[config.mk]
export PLATFORM = sky130hd
export DESIGN_NAME = pulse_acc
export DESIGN_NICKNAME = d
export VERILOG_FILES = /design/src/rtl/pa_pkg.sv /design/src/rtl/pa_sync_edge.sv /design/src/rtl/pa_gate_div.sv /design/src/rtl/pa_clk_mux.sv /design/src/rtl/pulse_acc.sv
export SDC_FILE = /design/constraint.sdc
export NUM_CORES = 1
export LEC_CHECK = 0
export BUFFER_PORTS_ARGS = -buffer_cell sky130_fd_sc_hd__buf_2
export CORE_ASPECT_RATIO = 0.8
export CORE_MARGIN = 8
export CORE_UTILIZATION = 56
export DETAILED_ROUTE_END_ITERATION = 8
export PLACE_DENSITY = 0.79
export SLEW_MARGIN = 20
export SYNTH_ARGS = -nofsm -noshare
export SYNTH_HDL_FRONTEND = slang
export SYNTH_SLANG_ARGS = --single-unit
[constraint.sdc]
create_clock -name clk -period 2.4 [get_ports clk]
set_input_delay 0.24 -clock clk [delete_from_list [all_inputs] [get_ports clk]]
set_output_delay 0.24 -clock clk [all_outputs]
set_load 0.005 [all_outputs]
[src/rtl/pa_pkg.sv]
package pa_pkg;

    localparam int ADDR_W = 2;

    typedef enum logic [ADDR_W-1:0] {
        REG_CTRL = 2'd0,
        REG_FLAG = 2'd1,
        REG_CNT  = 2'd2,
        REG_RSVD = 2'd3
    } pa_reg_e;

    typedef enum logic [1:0] {
        CSEL_PRESC  = 2'd0,
        CSEL_ACC    = 2'd1,
        CSEL_ACC_LO = 2'd2,
        CSEL_ACC_HI = 2'd3
    } csel_e;

    // control register, MSB first: bit 7 fast_clr ... bit 0 en
    typedef struct packed {
        logic  fast_clr;
        logic  edge_ie;
        logic  wrap_ie;
        csel_e csel;
        logic  inv;
        logic  gated;
        logic  en;
    } ctrl_t;

    localparam int FLAG_EDGE_BIT = 0;
    localparam int FLAG_WRAP_BIT = 1;

endpackage

[src/rtl/pa_sync_edge.sv]
module pa_sync_edge #(
    parameter int STAGES = 2
) (
    input  logic clk,
    input  logic rst_n,
    input  logic pin,
    output logic level,
    output logic rise,
    output logic fall
);
    localparam int DEPTH = STAGES + 1;

    logic [DEPTH-1:0] sh_d, sh_q;

    always_comb begin
        sh_d = {sh_q[DEPTH-2:0], pin};
    end

    always_ff @(posedge clk or negedge rst_n) begin
        if (!rst_n) sh_q <= '0;
        else        sh_q <= sh_d;
    end

    assign level = sh_q[STAGES-1];
    assign rise  = sh_q[STAGES-1] & ~sh_q[STAGES];
    assign fall  = ~sh_q[STAGES-1] & sh_q[STAGES];
endmodule

[src/rtl/pa_gate_div.sv]
module pa_gate_div #(
    parameter int BITS = 6
) (
    input  logic clk,
    input  logic rst_n,
    output logic tick
);
    logic [BITS-1:0] cnt_d, cnt_q;

    always_comb begin
        cnt_d = cnt_q + 1'b1;
    end

    always_ff @(posedge clk or negedge rst_n) begin
        if (!rst_n) cnt_q <= '0;
        else        cnt_q <= cnt_d;
    end

    assign tick = &cnt_q;
endmodule

[src/rtl/pa_clk_mux.sv]
module pa_clk_mux
    import pa_pkg::*;
(
    input  logic  en,
    input  csel_e csel,
    input  logic  presc_tick,
    input  logic  acc_tick,
    input  logic  div_lo_tick,
    input  logic  div_hi_tick,
    output logic  tmr_tick
);
    always_comb begin
        if (!en) begin
            tmr_tick = presc_tick;
        end else begin
            unique case (csel)
                CSEL_PRESC:  tmr_tick = presc_tick;
                CSEL_ACC:    tmr_tick = acc_tick;
                CSEL_ACC_LO: tmr_tick = div_lo_tick;
                CSEL_ACC_HI: tmr_tick = div_hi_tick;
                default:     tmr_tick = presc_tick;
            endcase
        end
    end
endmodule

[src/rtl/pulse_acc.sv]
module pulse_acc
    import pa_pkg::*;
#(
    parameter int CNT_W         = 16,
    parameter int DATA_W        = 16,
    parameter int SYNC_STAGES   = 2,
    parameter int GATE_DIV_BITS = 6,
    parameter int DIV_LO_BITS   = 8,
    parameter int DIV_HI_BITS   = 16
) (
    input  logic              clk,
    input  logic              rst_n,
    input  logic              pin_in,
    input  logic              presc_tick,
    input  logic              bus_rd,
    input  logic              bus_wr,
    input  logic [1:0]        bus_addr,
    input  logic [DATA_W-1:0] bus_wdata,
    output logic [DATA_W-1:0] bus_rdata,
    output logic              irq_wrap,
    output logic              irq_input,
    output logic              tmr_tick
);
    localparam int CTRL_W = $bits(ctrl_t);

    typedef struct packed {
        ctrl_t                  ctrl;
        logic                   wrap;
        logic                   edg;
        logic [CNT_W-1:0]       cnt;
        logic [DIV_HI_BITS-1:0] div;
    } state_t;

    state_t st_d, st_q;

    ctrl_t            ctrl_q;
    logic [CNT_W-1:0] cnt_q;
    logic             wrap_q;
    logic             edge_q;

    logic in_level, in_rise, in_fall;
    logic gate_tick;
    logic acc_tick, div_lo_tick, div_hi_tick;
    logic ev_edge, gate_act, gate_trail;
    logic wr_ctrl, wr_flag, wr_cnt, cnt_access;
    logic wrap_set, edge_set, wrap_clr, edge_clr;

    assign ctrl_q = st_q.ctrl;
    assign cnt_q  = st_q.cnt;
    assign wrap_q = st_q.wrap;
    assign edge_q = st_q.edg;

    pa_sync_edge #(.STAGES(SYNC_STAGES)) u_sync (
        .clk   (clk),
        .rst_n (rst_n),
        .pin   (pin_in),
        .level (in_level),
        .rise  (in_rise),
        .fall  (in_fall)
    );

    pa_gate_div #(.BITS(GATE_DIV_BITS)) u_gdiv (
        .clk   (clk),
        .rst_n (rst_n),
        .tick  (gate_tick)
    );

    // event and gate decoding
    always_comb begin
        ev_edge    = ctrl_q.inv ? in_fall : in_rise;
        gate_act   = in_level ^ ctrl_q.inv;
        gate_trail = ctrl_q.inv ? in_rise : in_fall;
        acc_tick   = ctrl_q.en & (ctrl_q.gated ? (gate_act & gate_tick) : ev_edge);
        div_lo_tick = acc_tick & (&st_q.div[DIV_LO_BITS-1:0]);
        div_hi_tick = acc_tick & (&st_q.div);
    end

    // bus decoding
    always_comb begin
        wr_ctrl    = bus_wr && (bus_addr == REG_CTRL);
        wr_flag    = bus_wr && (bus_addr == REG_FLAG);
        wr_cnt     = bus_wr && (bus_addr == REG_CNT);
        cnt_access = (bus_wr || bus_rd) && (bus_addr == REG_CNT);
    end

    // next state
    always_comb begin
        st_d = st_q;

        wrap_set = acc_tick && !wr_cnt && (&cnt_q);
        edge_set = ctrl_q.en && (ctrl_q.gated ? gate_trail : ev_edge);
        wrap_clr = (wr_flag && bus_wdata[FLAG_WRAP_BIT]) || (ctrl_q.fast_clr && cnt_access);
        edge_clr = (wr_flag && bus_wdata[FLAG_EDGE_BIT]) || (ctrl_q.fast_clr && cnt_access);

        if (wr_ctrl) begin
            st_d.ctrl = ctrl_t'(bus_wdata[CTRL_W-1:0]);
        end

        if (wr_cnt) begin
            st_d.cnt = bus_wdata[CNT_W-1:0];
        end else if (acc_tick) begin
            st_d.cnt = cnt_q + 1'b1;
        end

        if (acc_tick) begin
            st_d.div = st_q.div + 1'b1;
        end

        // a new event wins over a clear in the same cycle
        st_d.wrap = (wrap_q && !wrap_clr) || wrap_set;
        st_d.edg  = (edge_q && !edge_clr) || edge_set;
    end

    always_ff @(posedge clk or negedge rst_n) begin
        if (!rst_n) st_q <= '0;
        else        st_q <= st_d;
    end

    // read path
    always_comb begin
        bus_rdata = '0;
        unique case (bus_addr)
            REG_CTRL: bus_rdata[CTRL_W-1:0] = ctrl_q;
            REG_FLAG: begin
                bus_rdata[FLAG_WRAP_BIT] = wrap_q;
                bus_rdata[FLAG_EDGE_BIT] = edge_q;
            end
            REG_CNT:  bus_rdata[CNT_W-1:0] = cnt_q;
            default:  bus_rdata = '0;
        endcase
    end

    assign irq_wrap  = wrap_q & ctrl_q.wrap_ie;
    assign irq_input = edge_q & ctrl_q.edge_ie;

    pa_clk_mux u_mux (
        .en          (ctrl_q.en),
        .csel        (ctrl_q.csel),
        .presc_tick  (presc_tick),
        .acc_tick    (acc_tick),
        .div_lo_tick (div_lo_tick),
        .div_hi_tick (div_hi_tick),
        .tmr_tick    (tmr_tick)
    );
endmodule

==> results of run 1 <==
==> where the power goes <==
group | internal, uW | switching (uW) | total [uW]
Combinational | 241 | 244 | 485
Clock | 338 | 275 | 613
Sequential | 990 | 178 | 1170
Total | 1570 | 697 | 2270
==> final timing paths <==
kind	startpoint	to	slack, ns	cells past startpoint
worst min register to register	u_sync.sh_q[0]	u_sync.sh_q[1]	0.37	0
worst min-delay path	pin_in	u_sync.sh_q[0]	0.04	1
worst max register to register	u_sync.sh_q[1]	cnt_q[9]	0.36	6
worst max-delay path	u_gdiv.cnt_q[0]	tmr_tick	0.16	7
min in group asynchronous	rst_n	ctrl_q[6]	0.52	2
max in group asynchronous	rst_n	st_q[1]	1.25	3
==> layout make-up <==
type                            instances  area (um^2)
Multi-Input combinational cell        203         1360
Clock inverter                          2         35.0
Fill cell                             360         1480
Timing Repair Buffer                   51          280
Sequential cell                        51         1280
Inverter                                3         11.3
Clock buffer                            6         82.6
Tap cell                               60         75.1
==> metrics by stage <==
stage                     cells  instance area (um^2)  hold WS (ns)  setup slack, ns  total power [uW]
after floorplan             268                  2690       -0.0556            0.659              1470
after global routing        376                  3120        0.0354           0.0104              2390
after CTS                   375                  3110        0.0400           0.0398              2280
after global placement      366                  2980         0.323            0.466              1640
after detailed placement    366                  2980         0.318            0.381              1660
final                       376                  3120        0.0433            0.157              2270
==> sequential cells by signal (all words and copies together), names as in the netlist <==
signal	count
st_q	16
ctrl_q	8
cnt_q	16
u_gdiv.cnt_q	6
wrap_q	1
u_sync.sh_q	3
edge_q	1
==> per-layer routing <==
metal / share of wire / global-route usage / up-vias
met4: 0.0066 / 0.0348 / 0
li1: - / - / 1037
met1: 0.46 / 0.216 / 1015
met2: 0.47 / 0.260 / 41
met5: 0 / 0 / -
met3: 0.062 / 0.0466 / 6
==> cells in the final DEF, fill, tap and decap left out, drive strengths merged <==
cell and count:
dlygate4sd3 1, nor4 2, and3b 2, and4 4, buf 50, nand2 22
nor2b 2, mux2i 8, clkbuf 6, o2111ai 4, a32o 1, nand4 9
xnor2 17, nor2 28, nor3 3, o221ai 1, and3 4, nor3b 3
a31oi 3, a31o 1, or3 3, o211ai 4, dfrtp 51, xor2 17
nand3 12, nand3b 1, clkinv 1, and2 10, ha 3, a21oi 15
o21ai 14, inv 3, mux2 8, nand2b 1, bufinv 1, o21a 1
==> cell families (layout without fill, tap and decap cells) <==
group                    Yosys count  in the layout  share of synthesized area
XOR/XNOR                          34             34                      0.111
AND/OR/NAND/NOR                  106            106                      0.215
multiplexers                      16             16                     0.0632
flip-flops                        51             51                      0.474
AO/OA/AOI/OAI                     44             44                     0.0994
adder cells (fa/ha/maj)            3              3                     0.0139
buffers and inverters             14             62                     0.0242
==> timing repair <==
action / CTS / global route
setup buffers: 0 / 1
setup endpoints to repair: 0 / 1
gates resized for setup: 0 / 3
endpoints found under the hold margin: 29 / 0
hold buffers: 1 / 0
==> impl_metrics.py, run 1 <==
metrics = {
    "sta": {
        "slew_headroom": 0.502,
        "fmax_ghz": 0.446,
        "worst_pin_slew_ns": 0.744,
        "setup_tns_ns": 0,
        "setup_viol": 0,
        "fin_crit_sh": 0.934,
        "slew_violations": 0,
        "fin_skew_ns": 0.00430,
        "finalHoldViolations": 0,
        "rsz0062_at_grt": "false",
        "layout_min_cycle_time_ns": 2.24,
    },
    "clock_tree": {
        "clock_latency_ns": 0.30,
        "clkTransAtPathRegs_ns": 0.09,
        "clk_path_buf_depth": 2,
        "clock-root-buffer": "clkbuf_8",
        "cts_buffers": 5,
        "cts-htree-levels": 2,
        "cts_tree": "done",
        "cts_sinks": 51,
    },
    "logic_synthesis": {
        "synth.cell_area_um2": 2690,
        "yosys-top-cells-area": "dfrtp_1 (47%), xnor2_1 (5.5%), xor2_1 (5.5%)",
        "seq_area_frac_synth": 0.474,
        "yosysTopAreaCell": "dfrtp_1",
        "synthArstFlopShare": 1.00,
        "ys.flop_type": "dfrtp_1",
        "ys_warn_count": 0,
        "ys_ff_latch": 51,
        "syn-num-nets": 295,
        "synth_top_area_share": 0.474,
        "syn_inst": 268,
        "synth_common_cells": "dfrtp_1 (51), nor2_1 (27), nand2_1 (21)",
        "netlist-cell-type-count": 42,
        "synth_most_common_cell": "dfrtp_1",
        "synth_edf_count": 0,
        "avgSynthCellArea_um2": 10.1,
    },
    "drt": {
        "ant_nets": 0,
        "vias_per_cell": 5.58,
        "drcViolationCount": 0,
        "first_pass_iters": 4,
        "wirelength_mm": 5.80,
        "first_iter_violations": 97,
        "vias": 2099,
        "wire_per_inst_um": 15.4,
    },
    "cells_and_area": {
        "final_core_util": 0.679,
        "antenna_cells": 0,
        "final_layout_size_suffix_gt1_frac": 0.237,
        "nets": 342,
        "area_growth_pct": 15.8,
    },
    "power": {
        "p_leak_uw": 0.00141,
        "irDropWorstVdd_uv": 462,
        "powerDensity_nw_per_um2": 726,
    },
    "status": {
        "status": "finished clean",
    },
    "global_route": {
        "grt_pass1_vias": 2134,
        "grt_max_degree": 32,
        "grt.total_usage": 0.163,
        "gr-total-overflow": 0,
        "antenna_found_initial": 0,
        "grt_pass1_wl_mm": 9.87,
    },
    "worst_setup_path": {
        "crit_arrival_ns": 2.00,
        "path_buf_inv": 1,
        "required_ns": 2.16,
        "cp_max_fo": 8,
        "criticalPathCategory": "register to output pin",
        "max_stage_delay_ns": 0.39,
        "slowest_stage": "dfrtp_1",
        "cp-start-kind": "register",
        "crit_family": "simple AND/OR/NAND/NOR gates",
        "path_cells": "ha_2 > nand4_1 > or3_4 > nand2_4 > nand3_1 > o221ai_1 > buf_2",
        "endpoint_kind": "output pin",
    },
    "place": {
        "dp_hpwl_mm": 4.27,
        "io_buffers": 42,
        "place.gp.congestion": 0.830,
    },
    "die": {
        "rows": 22,
        "core_area_um2": 4600,
        "die_w_um": 93.5,
        "die_area_um2": 7300,
        "io_pins": 43,
        "die-height_um": 78.0,
        "start_util": 0.586,
    },
    "run": {
        "maxCapViolations": 0,
    },
    "min_path": {
        "hp-class": "primary input to register",
    },
}
Power figures use the tool's default switching activity.
==> run 2, diff against run 1 <==
--- a/config.mk
+++ b/config.mk
@@ -10,7 +10,8 @@
 export CORE_MARGIN = 8
 export CORE_UTILIZATION = 56
 export DETAILED_ROUTE_END_ITERATION = 8
-export PLACE_DENSITY = 0.79
+export PLACE_DENSITY = 0.83
+export RECOVER_POWER = 25
 export SLEW_MARGIN = 20
 export SYNTH_ARGS = -nofsm -noshare
 export SYNTH_HDL_FRONTEND = slang
==> impl_metrics.py, run 2 (synthesis gave the netlist of run 1 again) <==
metrics = {
    "drt": {
        "vias": 2151,
        "wire_per_inst_um": 15.6,
        "first_pass_iters": 4,
        "wirelength_mm": 5.80,
        "first_iter_violations": 140,
        "drcViolationCount": 0,
        "vias_per_cell": 5.80,
        "ant_nets": 0,
    },
    "global_route": {
        "grt.total_usage": 0.165,
        "gr-total-overflow": 0,
        "antenna_found_initial": 0,
        "grt_max_degree": 52,
        "grt_pass1_wl_mm": 9.87,
        "grt_pass1_vias": 2136,
    },
    "cells_and_area": {
        "final_core_util": 0.664,
        "final_cell_mix": "dfrtp_1 (51), buf_2 (42), nor2_1 (27)",
        "final_layout_size_suffix_gt1_frac": 0.228,
        "num-fill-cells": 386,
        "antenna_cells": 0,
        "layout_commonest_cell": "dfrtp_1",
        "nets": 339,
        "final_cells": 371,
        "area_growth_pct": 13.4,
    },
    "die": {
        "rows": 22,
        "core_area_um2": 4600,
        "die_area_um2": 7300,
        "die_w_um": 93.5,
        "die-height_um": 78.0,
        "start_util": 0.586,
        "io_pins": 43,
    },
    "power": {
        "internal_power_uw": 1430,
        "irDropWorstVdd_uv": 371,
        "power_uw": 2100,
        "sequentialPowerShare": 0.556,
        "switching_power_uw": 671,
        "combPwrFrac": 0.232,
        "p_clk_frac": 0.212,
        "p_leak_uw": 0.00137,
        "powerDensity_nw_per_um2": 686,
        "swShare": 0.320,
    },
    "sta": {
        "fin_crit_sh": 0.951,
        "finalHoldViolations": 0,
        "setup_slack_ns": 0.118,
        "slew_violations": 0,
        "whs_ns": 0.0570,
        "fmax_ghz": 0.438,
        "worst_pin_slew_ns": 1.23,
        "slew_headroom": 0.180,
        "fin_skew_ns": 0.0110,
        "layout_min_cycle_time_ns": 2.28,
        "setup_viol": 0,
    },
    "worst_setup_path": {
        "cp_max_fo": 8,
        "r2r_slack_ns": 0.52,
        "required_ns": 2.16,
        "cp-start-kind": "register",
        "crit_arrival_ns": 2.04,
        "endpoint_kind": "output pin",
        "criticalPathCategory": "register to output pin",
    },
    "clock_tree": {
        "cts-htree-levels": 2,
        "cts_tree": "done",
        "clock_latency_ns": 0.30,
        "cts_buffers": 5,
        "cts_hold_buffers": 0,
        "cts_sinks": 51,
        "clk_path_buf_depth": 2,
        "clock-root-buffer": "clkbuf_8",
        "clkTransAtPathRegs_ns": 0.07,
    },
    "place": {
        "dp_cells": 364,
        "place.gp.congestion": 0.837,
        "dp_hpwl_mm": 4.19,
        "io_buffers": 42,
        "dpl_worst_slack_ns": 0.388,
    },
    "min_path": {
        "hp-class": "primary input to register",
    },
    "status": {
        "status": "finished clean",
    },
    "run": {
        "maxCapViolations": 0,
    },
}
run 2: cell count changes in the layout (fill, tap and decap cells not counted):
| cell | before | now |
|---|---|---|
| buf_4 | 8 | 5 |
| bufinv_16 | 1 | 0 |
| clkbuf_1 | 0 | 1 |
| clkbuf_2 | 0 | 1 |
| clkbuf_8 | 6 | 5 |
| clkinv_2 | 1 | 0 |
| dlygate4sd3_1 | 1 | 0 |
| o221ai_1 | 1 | 0 |
| o221ai_2 | 0 | 1 |
run 2: path summary, 6_finish.rpt:
check | start | end | cells after the start
max in group asynchronous | rst_n | st_q[6] | 2
worst max-delay path | u_gdiv.cnt_q[0] | tmr_tick | 7
worst min register to register | u_sync.sh_q[0] | u_sync.sh_q[1] | 0
worst min-delay path | pin_in | u_sync.sh_q[0] | 1
min in group asynchronous | rst_n | ctrl_q[6] | 2
worst max register to register | ctrl_q[2] | st_q[12] | 6
run 2: timing repair:
action / CTS / global route
endpoints found under the setup margin: 0 / 1
gates resized for setup: 0 / 4
setup buffers: 0 / 1
run 2: power by group through the flow:
stage | Clock, uW | Combinational [uW] | Sequential [uW]
after floorplan | 0 | 353 | 1120
after global placement | 0 | 469 | 1170
after detailed placement | 0 | 483 | 1180
after CTS | 461 | 487 | 1160
after global routing | 498 | 554 | 1190
final | 444 | 486 | 1170
run 2: layout make-up:
type / count / area (um^2) / share of cell area
sequential: 51 / 1280 / 0.418
multi-input combinational: 203 / 1370 / 0.447
clock buffer: 6 / 72.6 / 0.0238
tap: 60 / 75.1 / 0.0246
timing repair buffer: 48 / 253 / 0.0828
inverter: 3 / 11.3 / 0.00369
run 2: stage by stage:
stage | instance area, um^2 | TNS [ns]
after detailed placement | 2960 | 0
after CTS | 3040 | 0
after global routing | 3050 | -0.0136
after floorplan | 2690 | 0
final | 3050 | 0
after global placement | 2960 | 0
run 2: per-layer routing:
layer | up-vias | wire, um | track usage | share of wire
met5 | - | 0 | 0 | 0
met4 | 0 | 31 | 0.0427 | 0.0053
met3 | 4 | 399 | 0.0580 | 0.069
met2 | 54 | 2800 | 0.262 | 0.48
met1 | 1060 | 2560 | 0.209 | 0.44
li1 | 1033 | - | - | -
run 2: critical path: stages, from the launching register on:
cell and delay (ns):
dfrtp_1 0.39, ha_2 0.22, nand4_1 0.14, or3_4 0.40, nand2_4 0.13, nand3_1 0.15
o221ai_2 0.18, buf_2 0.14
